## config.mk

```make
export PLATFORM = sky130hd
export DESIGN_NAME = tri_port_exchanger
export DESIGN_NICKNAME = d
export VERILOG_FILES = /design/src/rtl/ubx_pkg.sv /design/src/rtl/ubx_edge.sv /design/src/rtl/ubx_store.sv /design/src/rtl/ubx_route.sv /design/src/rtl/tri_port_exchanger.sv
export SDC_FILE = /design/constraint.sdc
export NUM_CORES = 1
export LEC_CHECK = 0
export ABC_AREA = 1
export CORE_MARGIN = 2
export CORE_UTILIZATION = 30
export CTS_CLUSTER_SIZE = 16
export DETAILED_ROUTE_END_ITERATION = 6
export DONT_BUFFER_PORTS = 1
export SYNTH_ARGS = -nofsm -noshare
export SYNTH_HDL_FRONTEND = slang
export SYNTH_HIERARCHICAL = 1
export SYNTH_SLANG_ARGS = --single-unit
```

## constraint.sdc

```tcl
create_clock -name clk -period 1.5 [get_ports clk]
set_input_delay 0.375 -clock clk [delete_from_list [all_inputs] [get_ports clk]]
set_output_delay 0.375 -clock clk [all_outputs]
set_load 0.05 [all_outputs]
```

## src/rtl/ubx_pkg.sv

```systemverilog
package ubx_pkg;

   localparam int unsigned NPORTS = 3;

   typedef enum logic {
      SEL_NEXT = 1'b0,
      SEL_PREV = 1'b1
   } sel_e;

   // index of the neighbour that port p reads for a given select
   function automatic int unsigned src_of(input int unsigned p, input logic sel);
      if (sel == SEL_NEXT) return (p + 1) % NPORTS;
      return (p + NPORTS - 1) % NPORTS;
   endfunction

endpackage

```

## src/rtl/ubx_edge.sv

```systemverilog
module ubx_edge #(
   parameter int unsigned SYNC_STAGES = 0
) (
   input  logic clk,
   input  logic rst_n,
   input  logic lvl_i,
   output logic rise_o
);

   logic lvl_s;
   logic prev_q;

   generate
      if (SYNC_STAGES == 0) begin : g_direct
         assign lvl_s = lvl_i;
      end else begin : g_sync
         logic [SYNC_STAGES-1:0] chain_q;
         always_ff @(posedge clk or negedge rst_n) begin
            if (!rst_n) chain_q <= '1;
            else        chain_q <= {chain_q[SYNC_STAGES-1:0], lvl_i} >> 0;
         end
         assign lvl_s = chain_q[SYNC_STAGES-1];
      end
      if (SYNC_STAGES > 4) begin : g_bad_stages
         $error("ubx_edge: SYNC_STAGES above 4 is not supported");
      end
   endgenerate

   always_ff @(posedge clk or negedge rst_n) begin
      if (!rst_n) prev_q <= 1'b1;
      else        prev_q <= lvl_s;
   end

   assign rise_o = lvl_s & ~prev_q;


   // a rise needs a low sample first, so none can appear straight out of reset
   no_rise_twice_chk: assert property (@(posedge clk) disable iff (!rst_n)
      rise_o |=> !rise_o || !$stable(lvl_s));

endmodule

```

## src/rtl/ubx_store.sv

```systemverilog
module ubx_store #(
   parameter int unsigned W           = 16,
   parameter int unsigned SYNC_STAGES = 0
) (
   input  logic         clk,
   input  logic         rst_n,
   input  logic [W-1:0] din_i,
   input  logic         le_i,
   input  logic         pclk_i,
   input  logic         ce_n_i,
   output logic [W-1:0] sto_o
);

   logic [W-1:0] word_q;
   logic         rise;
   logic         load;

   ubx_edge #(.SYNC_STAGES(SYNC_STAGES)) u_edge (
      .clk    (clk),
      .rst_n  (rst_n),
      .lvl_i  (pclk_i),
      .rise_o (rise)
   );

   // transparent level wins over a same-cycle clock edge
   assign load = le_i | (rise & ~ce_n_i);

   always_ff @(posedge clk or negedge rst_n) begin
      if (!rst_n)    word_q <= '0;
      else if (load) word_q <= din_i;
   end

   assign sto_o = le_i ? din_i : word_q;


   transparent_load_chk: assert property (@(posedge clk) disable iff (!rst_n)
      le_i |=> word_q == $past(din_i));


   edge_capture_chk: assert property (@(posedge clk) disable iff (!rst_n)
      (!le_i && !ce_n_i && rise) |=> word_q == $past(din_i));


   gated_edge_chk: assert property (@(posedge clk) disable iff (!rst_n)
      (!le_i && ce_n_i) |=> $stable(word_q));


   still_clock_chk: assert property (@(posedge clk) disable iff (!rst_n)
      (!le_i && !rise) |=> $stable(word_q));

endmodule

```

## src/rtl/ubx_route.sv

```systemverilog
module ubx_route #(
   parameter int unsigned W         = 16,
   parameter bit          PARK_ZERO = 1'b1
) (
   input  logic         sel_i,
   input  logic         oe_n_i,
   input  logic [W-1:0] nxt_i,
   input  logic [W-1:0] prv_i,
   output logic [W-1:0] dout_o,
   output logic         drive_o
);

   logic [W-1:0] picked;

   always_comb begin
      if (sel_i == ubx_pkg::SEL_NEXT) picked = nxt_i;
      else                            picked = prv_i;
   end

   assign drive_o = ~oe_n_i;

   generate
      if (PARK_ZERO) begin : g_park
         assign dout_o = oe_n_i ? '0 : picked;
      end else begin : g_pass
         assign dout_o = picked;
      end
   endgenerate

endmodule

```

## src/rtl/tri_port_exchanger.sv

```systemverilog
module tri_port_exchanger #(
   parameter int unsigned W           = 16,
   parameter int unsigned SYNC_STAGES = 0,
   parameter bit          PARK_ZERO   = 1'b1
) (
   input  logic         clk,
   input  logic         rst_n,
   input  logic [W-1:0] a_din,
   input  logic         a_le,
   input  logic         a_pclk,
   input  logic         a_ce_n,
   input  logic         a_sel,
   input  logic         a_oe_n,
   output logic [W-1:0] a_dout,
   output logic         a_drive,
   input  logic [W-1:0] b_din,
   input  logic         b_le,
   input  logic         b_pclk,
   input  logic         b_ce_n,
   input  logic         b_sel,
   input  logic         b_oe_n,
   output logic [W-1:0] b_dout,
   output logic         b_drive,
   input  logic [W-1:0] c_din,
   input  logic         c_le,
   input  logic         c_pclk,
   input  logic         c_ce_n,
   input  logic         c_sel,
   input  logic         c_oe_n,
   output logic [W-1:0] c_dout,
   output logic         c_drive
);

   localparam int unsigned NP = ubx_pkg::NPORTS;

   generate
      if (W < 1) begin : g_bad_w
         $error("tri_port_exchanger: W must be at least 1");
      end
   endgenerate

   logic [W-1:0] din_v  [NP];
   logic [W-1:0] sto_v  [NP];
   logic [W-1:0] dout_v [NP];
   logic         le_v   [NP];
   logic         pclk_v [NP];
   logic         ce_n_v [NP];
   logic         sel_v  [NP];
   logic         oe_n_v [NP];
   logic         drv_v  [NP];

   assign din_v[0] = a_din;  assign din_v[1] = b_din;  assign din_v[2] = c_din;
   assign le_v[0]  = a_le;   assign le_v[1]  = b_le;   assign le_v[2]  = c_le;
   assign pclk_v[0] = a_pclk; assign pclk_v[1] = b_pclk; assign pclk_v[2] = c_pclk;
   assign ce_n_v[0] = a_ce_n; assign ce_n_v[1] = b_ce_n; assign ce_n_v[2] = c_ce_n;
   assign sel_v[0] = a_sel;  assign sel_v[1] = b_sel;  assign sel_v[2] = c_sel;
   assign oe_n_v[0] = a_oe_n; assign oe_n_v[1] = b_oe_n; assign oe_n_v[2] = c_oe_n;

   generate
      for (genvar p = 0; p < NP; p++) begin : g_port
         localparam int unsigned NXT = ubx_pkg::src_of(p, 1'b0);
         localparam int unsigned PRV = ubx_pkg::src_of(p, 1'b1);

         ubx_store #(.W(W), .SYNC_STAGES(SYNC_STAGES)) u_store (
            .clk    (clk),
            .rst_n  (rst_n),
            .din_i  (din_v[p]),
            .le_i   (le_v[p]),
            .pclk_i (pclk_v[p]),
            .ce_n_i (ce_n_v[p]),
            .sto_o  (sto_v[p])
         );

         ubx_route #(.W(W), .PARK_ZERO(PARK_ZERO)) u_route (
            .sel_i   (sel_v[p]),
            .oe_n_i  (oe_n_v[p]),
            .nxt_i   (sto_v[NXT]),
            .prv_i   (sto_v[PRV]),
            .dout_o  (dout_v[p]),
            .drive_o (drv_v[p])
         );
      end
   endgenerate

   assign a_dout = dout_v[0]; assign a_drive = drv_v[0];
   assign b_dout = dout_v[1]; assign b_drive = drv_v[1];
   assign c_dout = dout_v[2]; assign c_drive = drv_v[2];


   a_route_chk: assert property (@(posedge clk) disable iff (!rst_n)
      !a_oe_n |-> a_dout == (a_sel ? sto_v[2] : sto_v[1]));


   broadcast_chk: assert property (@(posedge clk) disable iff (!rst_n)
      (!b_oe_n && !c_oe_n && b_sel && !c_sel) |-> b_dout == c_dout);


   park_chk: assert property (@(posedge clk) disable iff (!rst_n)
      (a_oe_n || b_oe_n || c_oe_n) |->
         ($countones({a_drive, b_drive, c_drive}) < 3));


   hold_after_le_chk: assert property (@(posedge clk) disable iff (!rst_n)
      (!a_le && $past(a_le) && !b_oe_n && b_sel) |-> b_dout == $past(a_din));

endmodule

```

==> key figures, run 1 <==
Run status
  • Outcome: complete, but fails checks
  • Failing checks: negative hold slack, negative setup slack

Route
  • DRC viols: 0
  • 1st-pass router iterations: 5
  • DRT Wirelength: between 10000 and 15000 um
  • Via count: about 4k
  • Drt wl/cell: between 15 and 20 um
  • ANT nets after route: 0
  • DR vias/cell: around 4.6
  • Iteration-0 DRC Markers: 195

STA
  • FMAX: 0.587 GHz
  • Setup TNS: -4.79 ns
  • Relative slew slack: 0.845
  • Final Skew: roughly 0.0046 ns
  • Max-slew violations: 0
  • Final setup viols: 48
  • Worst-margin pin slew: about 0.23 ns
  • Final worst slack: -0.202 ns
  • Period utilisation layout: 1.13
  • Hold WS: -0.227 ns
  • Fin crit period: approximately 1.7 ns
  • Final Hold Fails: 51
  • RSZ-0062 raised after global routing: yes

Setup path
  • Worst path most repeated cell: nand2_2
  • CP delay by family, top: simple AND/OR/NAND/NOR gates
  • Worst flop-to-flop path startpoint: g_port[1].u_store/u_edge/prev_q
  • Data required time at the worst endpoint: roughly 1.1 ns
  • Worst Setup Start Kind: flop
  • CP max FO: 2
  • Crit-path slowest cell: dfrtp_1
  • Reg2reg path depth: 5
  • CP max stage delay: 0.42 ns
  • Buf+Inv Stages, Crit Path: 2
  • Cell count along the critical path: 7
  • Crit-path cells: nand2_1, nand2_2, inv_2, nand2_2, nand2_2, nor2_4, buf_12
  • Setup crit end kind: output port
  • Setup CP Type: reg2out
  • Data arrival time of the critical path: between 1 and 1.5 ns
  • Worst r2r dst: g_port[1].u_store/word_q[12]
  • Flop-to-flop setup slack: around 0.32 ns

Pwr
  • Internal power: around 0.0031 W
  • P_leak: ~3 nW
  • Switch Pwr: approximately 0.0018 W
  • PD cells: about 810 nW/um^2
  • Comb power frac: 0.435
  • Switch share: 0.373
  • Fraction of power consumed by the clock network: 0.242
  • VDD IR-drop max: 0.451 mV
  • Reg power frac: 0.324

Synthesis
  • Yosys warnings: 6
  • Mapped cell area: 3920 sq um
  • Seq/Total Area, Yosys: 0.327
  • Flops & latches, synth: approximately 50
  • Cell variety after synth: 16
  • Mapped Cells: between 600 and 700
  • Syn Area/Cell: just over 6 sq um
  • Mapped Nets: 698

Placed design
  • Pre-CTS setup slack: -0.0688 ns
  • DP Wirelength: roughly 9800 um
  • Gpl congestion: about 0.83
  • Post-Place Cells: 843
  • Number of port buffers: 0

Die
  • Starting density of the core: 0.309
  • Core Box Area: between 10000 and 15000 sq um
  • Die footprint: 14000 sq um
  • Row count: between 40 and 50
  • DIE WIDTH: 118 um
  • Die height: roughly 120 um
  • Io pins: ~120

GRT
  • Largest net degree at the start of global routing: 52
  • First-pass GRT wire length: approximately 20000 um
  • Number of global-route vias before repair: 3769
  • GRT overflow: 0
  • Global Route Usage Sum: 0.187
  • Initial antenna violation count: 0

Layout
  • Layout cells sized above 1: 0.542
  • Most common cell after layout, fill and taps aside: nand2_1
  • # diodes: 0
  • Commonest non-fill, non-tap cells in the layout: 180 x nand2_1, 154 x nand2_2, 58 x nor2_4
  • Layout area overhead: 55.3%
  • Final cell count without fillers: approximately 870
  • Number of nets in the layout: ~760
  • Final-layout fill cell count: approximately 1.3k

Clock tree
  • Clk sinks: 51
  • CTS tree: done
  • Clk slew on worst S/H paths: around 0.07 ns
  • Total CTS buffers: 5
  • Clock Path Buffers: 2
  • H-tree depth: 2
  • Worst-Skew Late Latency: between 0.2 and 0.3 ns
  • Root buf cell: clkbuf_16

Job
  • Max cap viols: 0

Min path
  • Worst min-delay path class: in2async
==> area by class of cell <==
| class | count | area (sq um) | area share |
|---|---|---|---|
| Inverter | 60 | 248 | 0.0407 |
| Timing Repair Buffer | 91 | 1340 | 0.220 |
| Tap cell | 172 | 215 | 0.0354 |
| Clock buffer | 7 | 143 | 0.0234 |
| Sequential cell | 51 | 1280 | 0.210 |
| Clock inverter | 1 | 5.00 | 0.000823 |
| Multi-Input combinational cell | 489 | 2860 | 0.470 |
==> metrics by stage <==
stage | total power [W] | area, sq um | util
finish | 0.00491 | 6080 | 0.480
detailed placement | 0.00347 | 5340 | 0.421
CTS | 0.00482 | 5830 | 0.460
floorplan | 0.00287 | 4340 | -
global route | 0.00513 | 6080 | 0.480
global placement | 0.00346 | 5340 | 0.421
==> worst max-delay path by stage <==
stage,startpoint,endpoint,slack [ns]
6_report,g_port[1].u_store/word_q[5],c_dout[5],-0.20
3_5_place_dp,a_le,c_dout[3],-0.07
5_1_grt,g_port[1].u_store/word_q[5],c_dout[5],-0.27
3_3_place_gp,a_le,c_dout[3],-0.05
2_1_floorplan,c_le,a_dout[13],-0.11
4_1_cts,g_port[1].u_store/word_q[6],a_dout[6],-0.16
==> power by group through the flow <==
stage	clock, W	sequential [W]	combinational [W]
2_1_floorplan	0	0.00159	0.00128
3_3_place_gp	0	0.00161	0.00185
3_5_place_dp	0	0.00161	0.00186
4_1_cts	0.00122	0.00158	0.00202
5_1_grt	0.00126	0.00160	0.00227
6_report	0.00119	0.00159	0.00213
==> timing repair <==
action	in CTS	in global routing
setup buffers	8	13
setup endpoints to repair	48	48
resized for setup	115	83
pin swaps	24	39
endpoints found under the hold margin	51	51
gates cloned	0	0
==> flip-flops by register name, indices dropped and copies added, names as in the netlist <==
| signal | count |
|---|---|
| g_port.u_store/u_edge/prev_q | 3 |
| g_port.u_store/word_q | 48 |
==> cells by family (layout without fill, tap and decap cells) <==
group	Yosys count	after routing	share of synthesized area
flip-flops	51	51	0.327
AND/OR/NAND/NOR	489	489	0.525
buffers and inverters	93	159	0.148
==> Yosys cell counts <==
cell type | count | share of area
nand2_8 | 3 | 0.015
inv_1 | 54 | 0.052
nand2_4 | 3 | 0.0086
buf_4 | 12 | 0.023
inv_8 | 3 | 0.0086
clkinv_1 | 3 | 0.0029
nand3_1 | 48 | 0.061
nand2_1 | 306 | 0.29
buf_2 | 3 | 0.0038
buf_6 | 15 | 0.043
nor2_1 | 93 | 0.089
nand2_2 | 30 | 0.048
dfstp_2 | 3 | 0.020
nor2_2 | 6 | 0.0096
buf_12 | 3 | 0.015
dfrtp_1 | 48 | 0.31
==> per-layer routing <==
layer | global-route usage | vias up | part of all wire
li1 | - | 1997 | -
met5 | 0 | - | 0
met4 | 0.0429 | 0 | 0.013
met2 | 0.305 | 119 | 0.48
met3 | 0.0608 | 12 | 0.078
met1 | 0.241 | 1843 | 0.43
Note: power is estimated with default switching activity, not from simulation.
==> inputs of run 2 (changes only) <==
--- a/config.mk
+++ b/config.mk
@@ -11,6 +11,7 @@
 export CTS_CLUSTER_SIZE = 16
 export DETAILED_ROUTE_END_ITERATION = 6
 export DONT_BUFFER_PORTS = 1
+export SKIP_CTS_REPAIR_TIMING = 1
 export SYNTH_ARGS = -nofsm -noshare
 export SYNTH_HDL_FRONTEND = slang
 export SYNTH_HIERARCHICAL = 1
==> run 2 against run 1 <==
The flow still finishes with violations (negative hold slack, negative setup slack). Sequential share of layout area up 0.70 points. Routed wire length down 1.9%. Cell count down 0.80%. Register-to-register slack about the same. Flip-flop and latch count unchanged. Worst hold slack about the same. Non-clock buffer count down 7. Critical path type unchanged. Critical endpoint is now c_dout[6].
==> key figures, run 2 (synthesis gave the netlist of run 1 again) <==
Placed design
  • Number of port buffers: 0
  • Gpl congestion: 0.828
  • Post-Place Cells: ~840
  • DP Wirelength: between 9000 and 10000 um

STA
  • Fin crit period: ~1.7 ns
  • Final setup viols: 48
  • Hold WS: -0.227 ns
  • Final Hold Fails: a little over 50
  • Setup TNS: -5.08 ns
  • Final Skew: around 0.0052 ns
  • RSZ-0062 raised after global routing: yes
  • Worst-margin pin slew: about 0.26 ns
  • Max-slew violations: 0
  • FMAX: roughly 0.6 GHz
  • Period utilisation layout: 1.13
  • Final worst slack: -0.193 ns
  • Relative slew slack: 0.827

Layout
  • Regs by FF count: g_port.u_store/word_q (48), g_port.u_store/u_edge/prev_q (3)
  • Layout cells sized above 1: 0.461
  • Commonest non-fill, non-tap cells in the layout: 211 x nand2_1, 123 x nand2_2, 53 x nor2_4
  • # diodes: 0
  • Final-layout fill cell count: 1284
  • Most flops, register: g_port.u_store/word_q
  • Layout area overhead: 50.3%
  • Most common cell after layout, fill and taps aside: nand2_1
  • Number of nets in the layout: 756
  • Max reg flops: 48
  • Utilization after layout: 0.465
  • Final cell count without fillers: 864

Route
  • DRT Wirelength: around 13000 um
  • Via count: between 3k and 4k
  • Iteration-0 DRC Markers: 188
  • DRC viols: 0
  • 1st-pass router iterations: 4
  • ANT nets after route: 0
  • DR vias/cell: approximately 4.5
  • Drt wl/cell: about 15 um

Run status
  • Failing checks: negative hold slack, negative setup slack
  • Outcome: complete, but fails checks

Pwr
  • Overall power: 0.00481 W
  • Reg power frac: 0.330
  • P_leak: approximately 2.9 nW
  • PD cells: 817 nW/um^2
  • Switch share: 0.371
  • Switch Pwr: 0.00179 W
  • Internal power: 0.00303 W
  • Comb power frac: 0.424
  • Fraction of power consumed by the clock network: 0.246
  • VDD IR-drop max: 0.445 mV

Die
  • Io pins: 116
  • Die footprint: 14000 sq um
  • Row count: 41
  • DIE WIDTH: 118 um
  • Die height: around 120 um
  • Starting density of the core: 0.309
  • Core Box Area: 12700 sq um

GRT
  • GRT overflow: 0
  • First-pass GRT wire length: between 20000 and 25000 um
  • Number of global-route vias before repair: 3641
  • Largest net degree at the start of global routing: 52
  • Initial antenna violation count: 0
  • Global Route Usage Sum: 0.184

Setup path
  • CP endpoint: c_dout[6]
  • Data required time at the worst endpoint: 1.12 ns
  • Setup crit end kind: output port
  • Setup CP Type: reg2out
  • Reg2reg path depth: 5
  • Worst r2r dst: g_port[1].u_store/word_q[12]
  • Crit path launch: g_port[1].u_store/word_q[6]
  • Worst Setup Start Kind: flop
  • CP max FO: 2
  • Data arrival time of the critical path: about 1.3 ns
  • Flop-to-flop setup slack: 0.31 ns
  • Worst flop-to-flop path startpoint: g_port[1].u_store/u_edge/prev_q

Clock tree
  • Clk slew on worst S/H paths: approximately 0.070 ns
  • Clk sinks: between 50 and 60
  • Total CTS buffers: 5
  • H-tree depth: 2
  • Clock Path Buffers: 2
  • Root buf cell: clkbuf_16
  • CTS tree: done
  • Worst-Skew Late Latency: 0.29 ns

Job
  • Max cap viols: 0

Min path
  • Worst min-delay path class: in2async
## run 2: changes by cell type in the layout (fill, tap and decap cells not counted)
cell     previous run  this run
buf_6               4         0
nand2_2           154       123
buf_4              36        33
nor2_4             58        53
inv_2              33        21
inv_1              21        33
nand2_1           180       211
nor2_1             19        29
nor2_2             22        17
## run 2: stage by stage
stage	cell area (sq um)	setup WS, ns
after floorplan	4340	-0.110
after global placement	5340	-0.0465
after detailed placement	5340	-0.0688
after CTS	5490	-0.316
after global routing	5890	-0.246
final	5890	-0.193
## run 2: power groups by stage
stage                     logic [W]  registers, W  clock network [W]
after global routing        0.00218       0.00160            0.00126
after floorplan             0.00128       0.00159                  0
after detailed placement    0.00186       0.00161                  0
after CTS                   0.00187       0.00159            0.00122
after global placement      0.00185       0.00161                  0
final                       0.00204       0.00159            0.00119
## run 2: per-layer routing
| metal | track usage | up-vias | wire length [um] |
|---|---|---|---|
| met5 | 0 | - | 0 |
| met4 | 0.0392 | 0 | 110 |
| met3 | 0.0637 | 9 | 1300 |
| met2 | 0.296 | 115 | 6260 |
| met1 | 0.238 | 1778 | 5360 |
| li1 | - | 1983 | - |
## run 2: area by class of cell
| cell class | count | area [sq um] | area share |
|---|---|---|---|
| Inverter | 60 | 248 | 0.0421 |
| Multi-Input combinational cell | 489 | 2730 | 0.464 |
| Sequential cell | 51 | 1280 | 0.217 |
| Timing Repair Buffer | 84 | 1270 | 0.215 |
| Tap cell | 172 | 215 | 0.0365 |
| Clock buffer | 7 | 143 | 0.0242 |
| Clock inverter | 1 | 5.00 | 0.000850 |
## run 2: how the worst min path moves through the flow
stage / start / to / slack, ns
floorplan: rst_n / g_port[0].u_store/word_q[0] / 0.08
global placement: rst_n / g_port[0].u_store/word_q[11] / 0.08
detailed placement: rst_n / g_port[0].u_store/word_q[13] / 0.08
CTS: rst_n / g_port[2].u_store/word_q[8] / -0.24
global route: rst_n / g_port[0].u_store/word_q[11] / -0.24
finish: rst_n / g_port[0].u_store/word_q[11] / -0.23
## run 2: critical path: stages (launching register included)
cell     delay (ns)
dfrtp_1        0.42
nand2_1        0.10
nand2_2        0.08
inv_1          0.04
nand2_1        0.05
nand2_1        0.07
nor2_4         0.12
buf_12         0.14
